--- src/rtl/io_timer_pkg.sv ---
package io_timer_pkg;

  typedef enum logic [1:0] {
    TMR_IDLE  = 2'd0,
    TMR_COUNT = 2'd1,
    TMR_POST  = 2'd2
  } tmr_state_t;

  localparam int PRE_W = 10;

  // prescale reload value (divisor minus one) for a 2-bit selector
  function automatic logic [PRE_W-1:0] pre_reload(input logic [1:0] sel);
    logic [PRE_W-1:0] r;
    case (sel)
      2'd0:    r = PRE_W'(0);
      2'd1:    r = PRE_W'(7);
      2'd2:    r = PRE_W'(63);
      default: r = PRE_W'(1023);
    endcase
    return r;
  endfunction

endpackage

--- src/rtl/io_port_unit.sv ---
module io_port_unit #(
  parameter int                DATA_W   = 8,
  parameter logic [DATA_W-1:0] OVR_MASK = '0
) (
  input  logic              clk,
  input  logic              rst,
  input  logic              wr_data,
  input  logic              wr_dir,
  input  logic [DATA_W-1:0] wdata,
  input  logic [DATA_W-1:0] pin_in,
  input  logic [DATA_W-1:0] ovr_val,
  output logic [DATA_W-1:0] out_q,
  output logic [DATA_W-1:0] dir_q,
  output logic [DATA_W-1:0] rd_val
);

  always_ff @(posedge clk) begin
    if (rst) begin
      out_q <= '0;
      dir_q <= '0;
    end else begin
      if (wr_data) out_q <= wdata;
      if (wr_dir)  dir_q <= wdata;
    end
  end

  logic [DATA_W-1:0] mixed;

  // output bits where direction is 1, pin value elsewhere, then status override
  always_comb begin
    mixed  = (out_q & dir_q) | (pin_in & ~dir_q);
    rd_val = (mixed & ~OVR_MASK) | (ovr_val & OVR_MASK);
  end

endmodule

--- src/rtl/io_interval_timer.sv ---
module io_interval_timer
  import io_timer_pkg::*;
#(
  parameter int CNT_W = 8
) (
  input  logic             clk,
  input  logic             rst,
  input  logic             load,
  input  logic [CNT_W-1:0] load_val,
  input  logic [1:0]       load_sel,
  input  logic             load_en,
  input  logic             cnt_rd,
  input  logic             rd_en_bit,
  input  logic             flag_rd,
  output logic [CNT_W-1:0] count_view,
  output logic [CNT_W-1:0] flag_byte,
  output logic             irq,
  output tmr_state_t       state_o,
  output logic [CNT_W-1:0] cnt_o
);

  tmr_state_t       state;
  logic [CNT_W-1:0] cnt;
  logic [PRE_W-1:0] pre;
  logic [1:0]       sel;
  logic             flag;
  logic             irq_en;

  always_ff @(posedge clk) begin
    if (rst) begin
      state  <= TMR_IDLE;
      cnt    <= '0;
      pre    <= '0;
      sel    <= 2'd0;
      flag   <= 1'b0;
      irq_en <= 1'b0;
    end else if (load) begin
      cnt    <= load_val;
      sel    <= load_sel;
      pre    <= pre_reload(load_sel);
      state  <= TMR_COUNT;
      flag   <= 1'b0;
      irq_en <= load_en;
    end else begin
      if (flag_rd) flag <= 1'b0;
      if (cnt_rd)  irq_en <= rd_en_bit;
      case (state)
        TMR_COUNT: begin
          if (pre == '0) begin
            cnt <= cnt - 1'b1;
            if (cnt == '0) begin
              flag  <= 1'b1;
              state <= TMR_POST;
            end else begin
              pre <= pre_reload(sel);
            end
          end else begin
            pre <= pre - 1'b1;
          end
        end
        TMR_POST: cnt <= cnt - 1'b1;
        default: ;
      endcase
    end
  end

  assign count_view = (state == TMR_IDLE) ? '0 : cnt;
  assign flag_byte  = {flag, {(CNT_W-1){1'b0}}};
  assign irq        = flag & irq_en;
  assign state_o    = state;
  assign cnt_o      = cnt;

endmodule

--- src/rtl/io_timer_periph.sv ---
module io_timer_periph
  import io_timer_pkg::*;
#(
  parameter int DATA_W = 8,
  parameter int ADDR_W = 5
) (
  input  logic              clk,
  input  logic              rst,
  input  logic              cs,
  input  logic              we,
  input  logic [ADDR_W-1:0] addr,
  input  logic [DATA_W-1:0] wdata,
  output logic [DATA_W-1:0] rdata,
  input  logic [DATA_W-1:0] pa_in,
  output logic [DATA_W-1:0] pa_out,
  output logic [DATA_W-1:0] pa_dir,
  input  logic [DATA_W-1:0] pb_in,
  output logic [DATA_W-1:0] pb_out,
  output logic [DATA_W-1:0] pb_dir,
  input  logic              spk_ready,
  input  logic              spk_int,
  output logic              irq
);

  localparam int NPORT = 2;
  localparam logic [DATA_W-1:0] PB_MASK = DATA_W'(8'h0C);

  logic rd, wr, io_sel;
  assign rd     = cs & ~we;
  assign wr     = cs & we;
  assign io_sel = ~addr[2];

  logic [NPORT-1:0][DATA_W-1:0] pin_arr, out_arr, dir_arr, rd_arr;
  logic [DATA_W-1:0] pb_status;

  assign pin_arr[0] = pa_in;
  assign pin_arr[1] = pb_in;
  assign pb_status  = PB_MASK & {{(DATA_W-4){1'b0}}, ~spk_int, ~spk_ready, 2'b00};

  for (genvar p = 0; p < NPORT; p++) begin : g_port
    localparam logic [DATA_W-1:0] MASK = (p == 1) ? PB_MASK : '0;
    io_port_unit #(.DATA_W(DATA_W), .OVR_MASK(MASK)) u_port (
      .clk     (clk),
      .rst     (rst),
      .wr_data (wr && io_sel && addr[1:0] == 2'(2*p)),
      .wr_dir  (wr && io_sel && addr[1:0] == 2'(2*p+1)),
      .wdata   (wdata),
      .pin_in  (pin_arr[p]),
      .ovr_val ((p == 1) ? pb_status : '0),
      .out_q   (out_arr[p]),
      .dir_q   (dir_arr[p]),
      .rd_val  (rd_arr[p])
    );
  end

  assign pa_out = out_arr[0];
  assign pa_dir = dir_arr[0];
  assign pb_out = out_arr[1];
  assign pb_dir = dir_arr[1];

  logic [DATA_W-1:0] count_view, flag_byte;
  tmr_state_t        tmr_state;
  logic [DATA_W-1:0] tmr_cnt;

  io_interval_timer #(.CNT_W(DATA_W)) u_tmr (
    .clk        (clk),
    .rst        (rst),
    .load       (wr && addr[2] && addr[4]),
    .load_val   (wdata),
    .load_sel   (addr[1:0]),
    .load_en    (addr[3]),
    .cnt_rd     (rd && addr[2] && !addr[0]),
    .rd_en_bit  (addr[3]),
    .flag_rd    (rd && addr[2] && addr[0]),
    .count_view (count_view),
    .flag_byte  (flag_byte),
    .irq        (irq),
    .state_o    (tmr_state),
    .cnt_o      (tmr_cnt)
  );

  logic [DATA_W-1:0] rd_mux;
  always_comb begin
    if (io_sel) begin
      case (addr[1:0])
        2'd0:    rd_mux = rd_arr[0];
        2'd1:    rd_mux = dir_arr[0];
        2'd2:    rd_mux = rd_arr[1];
        default: rd_mux = dir_arr[1];
      endcase
    end else if (addr[0]) begin
      rd_mux = flag_byte;
    end else begin
      rd_mux = count_view;
    end
  end

  always_ff @(posedge clk) begin
    if (rst)     rdata <= '0;
    else if (rd) rdata <= rd_mux;
  end

endmodule

--- config.mk ---
export PLATFORM = sky130hd
export DESIGN_NAME = io_timer_periph
export DESIGN_NICKNAME = d
export VERILOG_FILES = /design/src/rtl/io_timer_pkg.sv /design/src/rtl/io_port_unit.sv /design/src/rtl/io_interval_timer.sv /design/src/rtl/io_timer_periph.sv
export SDC_FILE = /design/constraint.sdc
export NUM_CORES = 1
export LEC_CHECK = 0
export ABC_AREA = 1
export CAP_MARGIN = 10
export CORE_MARGIN = 5
export CORE_UTILIZATION = 34
export DETAILED_ROUTE_END_ITERATION = 12
export DONT_BUFFER_PORTS = 1
export SETUP_SLACK_MARGIN = 0.1
export SLEW_MARGIN = 25
export SYNTH_ARGS = -nofsm -noshare
export SYNTH_HDL_FRONTEND = slang
export SYNTH_HIERARCHICAL = 1
export SYNTH_SLANG_ARGS = --single-unit
export TNS_END_PERCENT = 30
--- constraint.sdc ---
create_clock -name clk -period 2.3 [get_ports clk]
set_clock_uncertainty 0.05 [all_clocks]
set_input_delay 0.345 -clock clk [delete_from_list [all_inputs] [get_ports clk]]
set_output_delay 0.345 -clock clk [all_outputs]
set_load 0.01 [all_outputs]
==> metrics <==
hold depth 1; critical path class flop to flop; setup violators final 0; Ports 76; Core ar. around 0.011 mm^2; Pre-Repair DR Iteration Count 4; routed vias about 3700; postcts setup bufs 0; synthesized area roughly 0.004 mm^2; worst r2r path cells 9; setup_tns 0 ps; CTS root buf clkbuf_16; Worst Min Path Start rst; Fmax ~560 MHz; H-tree levels 3; Static Leak around 2.0 nW; largest net degree at the start of global routing 32; Fin Hold WS 34.8 ps; Peak supply drop ~470 uV; IO buf count 0; Iter 0 DRT Violations ~300; Gate Count Post-Synth 649; number of global-route vias before repair 3607; most frequent cells in the layout nand2_1, nor2_1, inv_1; DRC Markers 0; number of vias per cell between 4 and 5; worst-skew pair later-pin latency roughly 330 ps; CTS Hold Bufs 0; Final Critical Period approximately 1800 ps; Slew Viols, Final 0; Total Routed Length 10700 um; layout cells sized above 1 0.0823; reg-to-reg startpoint u_tmr/pre[0]; period utilization 0.772; min-delay worst type input port to flop; Slowest-stage cell, CP ha_1; DP HPWL between 8000 and 9000 um; Rows 39; CP max FO 13; Final Power ~0.0034 W; Pwr Density around 800 mW/mm^2; worst slack, placed 534 ps; ANT cells 0; initial core utilization 0.349; CTS-repair resized insts 0; Reg clk slew, reported paths 60 ps; wire length per cell ~14 um; max-cap viol count 0; cts bufs inserted 9; final net count a little under 700; Longest Clk Path Bufs 2; Largest stage delay, worst path between 300 and 400 ps; worst reg2reg setup slack 530 ps; worst reg2reg endpoint u_tmr/cnt_o[4]; height of the chip roughly 120 um; CP cell instances inv_1 -> ha_1 -> nand3_2 -> nor2_4 -> nand3_2 -> nand2_2 -> inv_1 -> nor2_1 -> nor2_1; status finished, final reports clean; Yosys warning count 6; die footprint around 0.014 mm^2; crit end category flop; CTS tree yes; Post-DRT Antenna Nets 0; relative slew slack 0.563; crit start category flop; first-pass GRT wire length 17500 um; die outline width about 120 um; Fin. Hold Viols 0; All-Layer GR Usage 0.153; Worst Hold Path EP u_tmr/state_o[0]; Avg Cell Area, Syn approximately 6.2 um^2; Setup WS post-layout 525 ps; Arrival @ worst endpoint about 1900 ps; WP data required 2470 ps; Layout Area Growth over Synthesis 7.60%; global route total overflow 0; most common cell after layout, fill and taps aside nand2_1; RePlAce Congestion 0.897; Num Clock Sinks 64; RSZ-0062 raised after global routing no; number of antenna violations at the first check in global routing 0; actual slew at the worst max-slew pin ~660 ps
## through the flow
step	utilization	area [um^2]	instances
final	0.375	4300	787
after global routing	0.375	4300	787
after CTS	0.375	4300	787
after detailed placement	0.346	3970	771
after global placement	0.346	3970	771
after floorplan	-	4020	655
## routing by layer
layer | wire [um] | global-route usage
met5 | 0 | 0
met4 | 171 | 0.0475
met3 | 784 | 0.0544
met2 | 4900 | 0.249
met1 | 4840 | 0.189
## report_power, final
part | switching (W) | leakage, nW | internal [W]
logic | 0.000419 | 1.34 | 0.000232
clock network | 0.000487 | 0.163 | 0.00104
registers | 0.0000643 | 0.520 | 0.00116
total | 0.000971 | 2.02 | 0.00243
## final cells by class
class | count | area, um^2
clock buffers | 14 | 274
clock inverters | 2 | 60.1
fillers | 1250 | 7160
inverters | 77 | 289
multi-input cells | 482 | 2180
flip-flops and latches | 64 | 1280
well taps | 143 | 179
repair buffers | 5 | 37.5
## critical path, delay by kind of cell, from the launching register on
kind | cells | cell delay, ps
buffers and inverters | 2 | 230
flip-flops | 1 | 290
AND/OR/NAND/NOR | 6 | 780
adder cells (fa/ha/maj) | 1 | 310
## how the worst max path moves through the flow
stage / startpoint / endpoint
after floorplan: addr[2] / u_tmr/pre[0]
after global placement: u_tmr/pre[0] / u_tmr/cnt_o[4]
after detailed placement: u_tmr/pre[0] / u_tmr/cnt_o[4]
after CTS: u_tmr/pre[0] / u_tmr/cnt_o[4]
after global routing: u_tmr/pre[0] / u_tmr/cnt_o[4]
final: u_tmr/pre[0] / u_tmr/cnt_o[4]
## registers in the layout, indices dropped and copies added, names as in the netlist
name	cells
g_port.u_port/dir_q	16
g_port.u_port/out_q	16
u_tmr/pre	10
rdata	8
u_tmr/cnt_o	8
u_tmr/sel	2
u_tmr/state_o	2
u_tmr/flag	1
u_tmr/irq_en	1
No activity file was read; power rests on OpenSTA's default activity.
